File: src/rtl/i2c_msg_seq.sv
`timescale 1ns/1ps
module i2c_msg_seq #(
  parameter int MAX_MSGS = 4,
  parameter int MAX_LEN = 8,
  parameter int IDLE_TMO = 64,
  parameter int XFER_TMO = 512,
  parameter logic [7:0] CFG_WORD = 8'h05,
  localparam int LW = $clog2(MAX_LEN + 1),
  localparam int MW = $clog2(MAX_MSGS + 1),
  localparam int AW = $clog2(MAX_MSGS * MAX_LEN)
)(
  input  logic                   clk,
  input  logic                   rst_n,
  input  logic                   go,
  input  logic [MW-1:0]          num_msgs,
  input  logic [MAX_MSGS*7-1:0]  msg_addr,
  input  logic [MAX_MSGS-1:0]    msg_rd,
  input  logic [MAX_MSGS*LW-1:0] msg_len,
  input  logic                   buf_we,
  input  logic [AW-1:0]          buf_addr,
  input  logic [7:0]             buf_wdata,
  output logic [7:0]             buf_rdata,
  input  logic [7:0]             eng_status,
  input  logic                   eng_si,
  input  logic [7:0]             eng_rdata,
  output logic                   cmd_vld,
  output logic [2:0]             cmd_op,
  output logic                   cmd_ack,
  output logic [7:0]             cmd_data,
  output logic                   busy,
  output logic                   done,
  output logic [2:0]             res_code,
  output logic [MW-1:0]          res_count
);
  localparam int IW = $clog2(MAX_MSGS);
  localparam int DEPTH = MAX_MSGS * MAX_LEN;
  localparam int TMAX = (IDLE_TMO > XFER_TMO) ? IDLE_TMO : XFER_TMO;
  localparam int TW = $clog2(TMAX + 1);

  localparam logic [2:0] OP_NONE = 3'd0, OP_START = 3'd1, OP_SEND = 3'd2, OP_RECV = 3'd3,
                         OP_STOP = 3'd4, OP_RESET = 3'd5, OP_CFG = 3'd6;
  localparam logic [2:0] RC_OK = 3'd0, RC_BUSY = 3'd1, RC_NODEV = 3'd2, RC_DNACK = 3'd3,
                         RC_EARLY = 3'd4, RC_ARB = 3'd5, RC_BUSERR = 3'd6, RC_TMO = 3'd7;

  typedef enum logic [1:0] {S_IDLE, S_WAIT, S_RUN, S_CFG} st_t;
  st_t st;

  logic [MW-1:0] msg;
  logic [LW-1:0] nb;
  logic [TW-1:0] tmr;
  logic [7:0]    mem [DEPTH];

  logic [IW-1:0] mi;
  logic [6:0]    m_addr;
  logic          m_rd;
  logic [LW-1:0] m_len;
  logic [AW-1:0] ptr;
  logic [LW:0]   nb_p1, nb_p2;
  logic [MW-1:0] msg_p1;
  logic          last;

  assign mi     = msg[IW-1:0];
  assign m_addr = msg_addr[7*mi +: 7];
  assign m_rd   = msg_rd[mi];
  assign m_len  = msg_len[LW*mi +: LW];
  assign ptr    = AW'(mi * MAX_LEN) + AW'(nb);
  assign nb_p1  = {1'b0, nb} + 1'b1;
  assign nb_p2  = {1'b0, nb} + 2'd2;
  assign msg_p1 = msg + 1'b1;
  assign last   = (msg_p1 == num_msgs);
  assign busy   = (st != S_IDLE);
  assign buf_rdata = mem[buf_addr];

  logic [2:0] n_op, n_code;
  logic       n_ack, n_adv, n_inc, n_fin, n_cfg, n_store;
  logic [7:0] n_data;

  always_comb begin
    n_op = OP_NONE; n_ack = 1'b0; n_data = 8'h00; n_code = RC_OK;
    n_adv = 1'b0; n_inc = 1'b0; n_fin = 1'b0; n_cfg = 1'b0; n_store = 1'b0;
    case (eng_status)
      8'h08, 8'h10: begin n_op = OP_SEND; n_data = {m_addr, m_rd}; end
      8'h18, 8'h28:
        if (nb < m_len) begin n_op = OP_SEND; n_data = mem[ptr]; n_inc = 1'b1; end
        else n_adv = 1'b1;
      8'h40: begin n_op = OP_RECV; n_ack = (m_len > LW'(1)); end
      8'h50:
        if (nb < m_len) begin
          n_op = OP_RECV; n_store = 1'b1; n_inc = 1'b1;
          n_ack = (nb_p2 < {1'b0, m_len});
        end else n_adv = 1'b1;
      8'h58:
        if (nb_p1 == {1'b0, m_len}) begin n_store = 1'b1; n_adv = 1'b1; end
        else begin n_op = OP_STOP; n_fin = 1'b1; n_code = RC_EARLY; end
      8'h20, 8'h48: begin n_op = OP_STOP; n_fin = 1'b1; n_code = RC_NODEV; end
      8'h30:        begin n_op = OP_STOP; n_fin = 1'b1; n_code = RC_DNACK; end
      8'h38:        begin n_op = OP_START; n_fin = 1'b1; n_code = RC_ARB; end
      8'h00, 8'h70, 8'h78, 8'h90: begin n_op = OP_RESET; n_cfg = 1'b1; end
      default: ;
    endcase
    if (n_adv) begin
      n_op  = last ? OP_STOP : OP_START;
      n_fin = last;
    end
  end

  always_ff @(posedge clk) begin
    if (buf_we && !busy) mem[buf_addr] <= buf_wdata;
    else if (st == S_RUN && eng_si && n_store) mem[ptr] <= eng_rdata;
  end

  always_ff @(posedge clk or negedge rst_n) begin
    if (!rst_n) begin
      st <= S_IDLE; msg <= '0; nb <= '0; tmr <= '0;
      cmd_vld <= 1'b0; cmd_op <= OP_NONE; cmd_ack <= 1'b0; cmd_data <= 8'h00;
      done <= 1'b0; res_code <= RC_OK; res_count <= '0;
    end else begin
      cmd_vld <= 1'b0;
      done    <= 1'b0;
      case (st)
        S_IDLE: if (go) begin
          st <= S_WAIT; tmr <= '0; msg <= '0; nb <= '0;
        end
        S_WAIT:
          if (eng_status == 8'hF8) begin
            if (num_msgs == '0) begin
              st <= S_IDLE; done <= 1'b1; res_code <= RC_OK; res_count <= '0;
            end else begin
              cmd_vld <= 1'b1; cmd_op <= OP_START; st <= S_RUN; tmr <= '0;
            end
          end else if (tmr == TW'(IDLE_TMO - 1)) begin
            st <= S_IDLE; done <= 1'b1; res_code <= RC_BUSY; res_count <= '0;
          end else tmr <= tmr + 1'b1;
        S_RUN: begin
          tmr <= tmr + 1'b1;
          if (eng_si) begin
            if (n_op != OP_NONE) begin
              cmd_vld <= 1'b1; cmd_op <= n_op; cmd_ack <= n_ack; cmd_data <= n_data;
            end
            if (n_inc) nb <= nb + 1'b1;
            if (n_adv) begin msg <= msg_p1; nb <= '0; end
            if (n_cfg) st <= S_CFG;
            if (n_fin) begin
              st <= S_IDLE; done <= 1'b1; res_code <= n_code;
              res_count <= n_adv ? msg_p1 : msg;
            end
          end else if (tmr == TW'(XFER_TMO - 1)) begin
            st <= S_IDLE; done <= 1'b1; res_code <= RC_TMO; res_count <= msg;
          end
        end
        S_CFG: begin
          cmd_vld <= 1'b1; cmd_op <= OP_CFG; cmd_data <= CFG_WORD;
          st <= S_IDLE; done <= 1'b1; res_code <= RC_BUSERR; res_count <= msg;
        end
        default: st <= S_IDLE;
      endcase
    end
  end


  reset_then_cfg_chk: assert property (@(posedge clk) disable iff (!rst_n)
    (cmd_vld && cmd_op == OP_RESET) |=> (cmd_vld && cmd_op == OP_CFG && cmd_data == CFG_WORD));


  done_single_chk: assert property (@(posedge clk) disable iff (!rst_n)
    done |=> !done);


  done_ends_run_chk: assert property (@(posedge clk) disable iff (!rst_n)
    done |-> (!busy && $past(busy)));


  data_cmd_from_status_chk: assert property (@(posedge clk) disable iff (!rst_n)
    (cmd_vld && (cmd_op == OP_SEND || cmd_op == OP_RECV)) |-> $past(eng_si));


  ok_count_chk: assert property (@(posedge clk) disable iff (!rst_n)
    (done && res_code == RC_OK) |-> (res_count == num_msgs));
endmodule

File: config.mk
export PLATFORM = sky130hd
export DESIGN_NAME = i2c_msg_seq
export DESIGN_NICKNAME = d
export VERILOG_FILES = /design/src/rtl/i2c_msg_seq.sv
export SDC_FILE = /design/constraint.sdc
export NUM_CORES = 1
export LEC_CHECK = 0
export BUFFER_PORTS_ARGS = -buffer_cell sky130_fd_sc_hd__buf_2
export CAP_MARGIN = 20
export CORE_MARGIN = 3
export CORE_UTILIZATION = 50
export DETAILED_ROUTE_END_ITERATION = 8
export PLACE_DENSITY = 0.68
export SKIP_LAST_GASP = 1
export SLEW_MARGIN = 20
export SYNTH_ARGS = -nofsm -noshare
export SYNTH_HDL_FRONTEND = slang
export SYNTH_SLANG_ARGS = --single-unit
File: constraint.sdc
create_clock -name clk -period 5.4 [get_ports clk]
set_input_delay 1.08 -clock clk [delete_from_list [all_inputs] [get_ports clk]]
set_output_delay 1.08 -clock clk [all_outputs]
set_load 0.05 [all_outputs]
==> Word-level counts from Yosys, hierarchy flattened <==
Memories as Yosys holds them, arrays and structs flattened.
Index checks and enable logic that the tools add are counted.
Widths: inputs -> output; s select.
{ "totals": {"regBits": 39, "ram_bits": 256, "input_bits": 85, "elab_cells": 176, "mem_count": 1} }
{ "memory_table": {"columns": ["memory", "depth", "width", "rd", "rd_ports_with_merged_regs", "wr", "line", "rtl"], "rows": [
  ["mem", 32, 8, 2, 0, 1, "51", "logic [7:0] mem [DEPTH];"]
]} }
{ "classes": {"add_sub_neg": 6, "mul": 1, "magnitude_cmp": 4, "eq_ne": 35, "shifts": 2, "muxes": 87, "n_reduce_logical": 29} }
{ "op_table": {"columns": ["operator", "n"], "rows": [
  ["$mux 3", 21],
  ["$eq 8x7->1 const B", 6],
  ["$mux 10", 4],
  ["$eq 8x6->1 const B", 4],
  ["$mux 8", 4],
  ["$pmux 8 s2", 2],
  ["$pmux 10 s3", 1],
  ["$shiftx 28x6->7", 1],
  ["$pmux 3 s3", 3],
  ["$mux 1", 25],
  ["$pmux 3 s8", 1],
  ["$mux 2", 10],
  ["$ne 3x3->1 const B", 6],
  ["$eq 8x5->1 const B", 2],
  ["$eq 8x8->1 const B", 2],
  ["$mux 4", 4],
  ["$shiftx 16x5->4", 1],
  ["$pmux 3 s4", 1],
  ["$reduce_and 4->1", 3],
  ["$add 10x1->10 const B", 1],
  ["$eq 10x6->1 const B", 1],
  ["$eq 10x9->1 const B", 1],
  ["$reduce_and 5->1", 2],
  ["$reduce_and 3->1", 3],
  ["other kinds (37)", 55]
]} }

==> Depth between registers and ports, before layout <==
{ "logic_depth": {"word_depth": 10, "mapped_depth": 13, "ltp_nobuf": 10} }

==> Worst setup path before layout <==
Ideal clock, no wire load.
{ "synth_timing": {"path_kind": "input -> output", "from": "input buf_addr[0]", "to": "output buf_rdata[2]", "arrival_time_ns": 3.355, "setup_slack_ns": 0.965, "stages": 6, "n_path_buf": 3, "cell_sequence": "clkbuf_1 buf_2 clkbuf_1 mux4_2 mux4_2 mux2_2"} }
{ "synth_between": {"elab_chain_cells": 1} }
{ "synth_lines": {"columns": ["item", "line", "rtl"], "rows": [
  ["start, declared", "20", "input logic [AW-1:0] buf_addr,"],
  ["$mem_v2 32x8", null, null],
  ["end, declared", "22", "output logic [7:0] buf_rdata,"]
]} }
Every way passes these cells.

==> Worst setup path in the final report <==
{ "layout_timing": {"from": "input buf_addr[0]", "to": "output buf_rdata[0]"} }
Same word-level chain as after synthesis.

==> results.md <==
* Status: finished clean
* Total GRT Usage at 25.09%
* Endpoint class of the critical path: output port
* Maximum clock frequency at 220.1 MHz
* # port buffers at ~110
* Clock transition at path regs at roughly 0.060 ns
* DP HPWL at a little under 30,000 um
* Final period util at a little over four fifths
* Detailed-route wire length per cell at 27.49 um
* Root buf cell: clkbuf_16
* Power per Cell Area at between 200 and 300 nW/um2
* Site Rows at 63
* Postcts setup bufs at 0
* Drt pass-1 iters at 5
* Total wire length at around 41,000 um
* CP most frequent cell: mux4_2
* Hold path cells at 2
* Cell leakage power at 0.006051 uW
* Asr flop ratio synth at between 10% and 20%
* Mapped Area at 15,440 um2
* Clock Power Share at around two fifths
* Crit-path slowest cell: mux4_2
* Drt via density at ~6.6
* Worst skew pair latency at about 0.57 ns
* Core Area at roughly 30,000 um2
* Synth-to-Final Area Change at 14.69%
* Data required, critical path at between 4 and 5 ns
* Internal power at around 3900 uW
* Syn Nets at approximately 1,000
* Sw frac at 24.23%
* # hold bufs at CTS at 0
* Worst slew pin tran at 0.9703 ns
* CP max stage delay at 0.59 ns
* # resized after CTS at 0
* Critical path data arrival time at approximately 3.5 ns
* Logic pwr share at about 12%
* Longest Clk Path Bufs at 3
* Top cell type's share of synthesized area at roughly half
* Sequential share of power at about half
* Reg2reg path depth at 10
* H-tree levels at 1
* Ys flop type: edfxtp_1
* Ant. Diodes at 0
* Filler cells at around 2,300
* Max-slew violation count at 0
* Startpoint Class: input port
* Largest net degree at the start of global routing at 60
* Via count at 9,837
* Gpl congestion at 0.9235
* First-pass GRT wire length at 62,320 um
* Synth warn at 0
* Post-synth EDFFs at between 200 and 300
* Top cells by area, synth: edfxtp_1 (50%), mux4_2 (25%), dfrtp_1 (6.3%)
* Critical path class: input port to output port
* #FFs+latches synth at about 300
* RSZ-0062 raised after global routing: no
* Layout cells sized above 1 at 38.52%
* Clk sink count at 295
* Die height at 181.7 um
* CTS Buf Count at 31
* # Max-Cap Violations at 0
* Max Clock Skew at about 0.0092 ns
* Tmin final at approximately 4.5 ns
* Finished Core Util at about three fifths
* Crit path max fanout at 29
* Initial antenna violation count at 1
* Die area at between 30,000 and 40,000 um2
* Final setup fails at 0
* Initial core utilization at between 50 and 60%
* Setup TNS at 0 ns
* Area leader, netlist: edfxtp_1
* Number of library cell types mapped by synthesis at 64
* Vias in the first global route at about 10,000
* Mapped Avg Cell Area at around 16 um2
* TritonCTS clock tree: yes
* Overflow after GRT at 0
* Mapped Cells at 946
* P_sw at 1259 uW
* Remaining antenna violation count after routing at 0
* Drt drc at 0
* Initial drt markers at roughly 1,100
* DIE WIDTH at between 150 and 200 um
* IO Count at about 110
* Final hold violations at 0
* Final net count at 1,191
* Cell Chain, Critical Path: buf_4 > buf_12 > mux4_2 > mux4_2 > mux2_2 > buf_2
* Register area share after synthesis at 56.11%
* Max VDD drop at 300.0 uV
* Worst min path class: flip-flop to flip-flop
* Max_slew headroom at about a third
synth_stat cells, drive strengths merged, types with 3 or more instances:
| cell type | instances |
|---|---|
| ha | 16 |
| a31oi | 4 |
| o21ai | 62 |
| o311ai | 4 |
| o31ai | 6 |
| a21oi | 23 |
| or2 | 4 |
| mux2i | 13 |
| nor3b | 7 |
| xnor2 | 8 |
| and3 | 4 |
| mux4 | 172 |
| inv | 22 |
| o21bai | 3 |
| nand2 | 68 |
| o21a | 3 |
| nand4 | 4 |
| or3 | 5 |
| nand2b | 6 |
| xor2 | 6 |
| a211o | 3 |
| and3b | 3 |
| nor2 | 33 |
| o211ai | 4 |
| nor4 | 4 |
| nor2b | 10 |
| a22o | 6 |
| nor3 | 11 |
| nand3 | 20 |
| edfxtp | 256 |
| mux2 | 25 |
| dfrtp | 39 |
| a21o | 3 |
| clkbuf | 42 |
| buf | 22 |
logic make-up after synthesis:
| kind of cell | after synthesis | share of synthesized area, % |
|---|---|---|
| DFF | 295 | 56.11 |
| muxes | 210 | 27.90 |
| and+or+nand+nor | 188 | 6.014 |
| AOI/OAI and AO/OA | 136 | 5.511 |
| buffers and inverters | 86 | 2.253 |
| adders and majority gates | 17 | 1.362 |
| xor gates and xnor gates | 14 | 0.8429 |
power by group through the flow:
stage | Sequential, uW | Combinational [uW] | Clock (uW)
floorplan | 2600 | 391 | 0
global placement | 2580 | 589 | 0
detailed placement | 2580 | 595 | 0
CTS | 2540 | 597 | 2100
global route | 2540 | 641 | 2190
finish | 2540 | 597 | 2060
metal layers:
layer | vias up | track usage [%] | part of all wire, %
li1 | 4194 | - | -
met1 | 5035 | 33.85 | 37
met2 | 510 | 41.77 | 50
met3 | 96 | 4.026 | 8.4
met4 | 2 | 9.080 | 4.1
met5 | - | 0 | 0.017
area by class of cell:
class / count / area (um2) / area share (%)
clock buffer: 38 / 812.0 / 4.586
clock inverter: 16 / 160.2 / 0.9045
inverter: 22 / 82.58 / 0.4664
multi-input combinational: 565 / 6435 / 36.34
sequential: 295 / 8671 / 48.97
tap: 390 / 488.0 / 2.756
timing repair buffer: 175 / 1059 / 5.978
cell usage in the layout, fill, tap and decap left out, drive strengths merged, types with 4 or more instances in the layout:
cell,instances
mux4,172
nand4,4
or2,4
nor3,11
mux2,25
dfrtp,39
nor2,33
a31oi,4
o211ai,4
o21ai,62
ha,16
or3,5
xnor2,8
and3,4
a22o,6
nor2b,10
edfxtp,256
nor3b,7
buf,175
nand2,68
clkinv,9
mux2i,13
clkbuf,38
nor4,4
o31ai,6
nand2b,6
xor2,6
inv,23
a21oi,23
nand3,20
o311ai,4
worst max-delay path: cells and delay by family:
family / cells / cell delay, ns
muxes: 3 / 1.39
buffers and inverters: 3 / 0.94
registers in the layout (all words and copies together) (netlist names):
| signal | flops |
|---|---|
| cmd_ack | 1 |
| cmd_data | 8 |
| cmd_op | 3 |
| cmd_vld | 1 |
| done | 1 |
| mem | 256 |
| msg | 3 |
| nb | 4 |
| res_code | 3 |
| res_count | 3 |
| st | 2 |
| tmr | 10 |
stage by stage:
step / hold WS (ns) / area (um2) / cells / setup WS (ns) / power, uW
6_report: 0.4831 / 17710 / 1501 / 0.8559 / 5195
5_1_grt: 0.5015 / 17710 / 1501 / 0.7334 / 5366
4_1_cts: 0.4829 / 17710 / 1501 / 0.8233 / 5231
2_1_floorplan: 0.4631 / 15440 / 946 / 0.9653 / 2992
3_5_place_dp: 0.4692 / 16730 / 1447 / 0.5975 / 3177
3_3_place_gp: 0.4586 / 16730 / 1447 / 0.7243 / 3170
path summary, 6_finish.rpt:
kind	to	start	slack [ns]
worst max-delay path	buf_rdata[0]	buf_addr[0]	0.86
worst min-delay path	cmd_data[7]$_DFFE_PN0P_	cmd_data[7]$_DFFE_PN0P_	0.48
worst max register to register	mem[30][5]$_DFFE_PP_	msg[0]$_DFFE_PN0P_	1.08
worst min register to register	cmd_data[7]$_DFFE_PN0P_	cmd_data[7]$_DFFE_PN0P_	0.48
max in group asynchronous	nb[0]$_DFFE_PN0P_	rst_n	4.04
min in group asynchronous	nb[1]$_DFFE_PN0P_	rst_n	0.66
No activity file was read; power rests on OpenSTA's default activity.
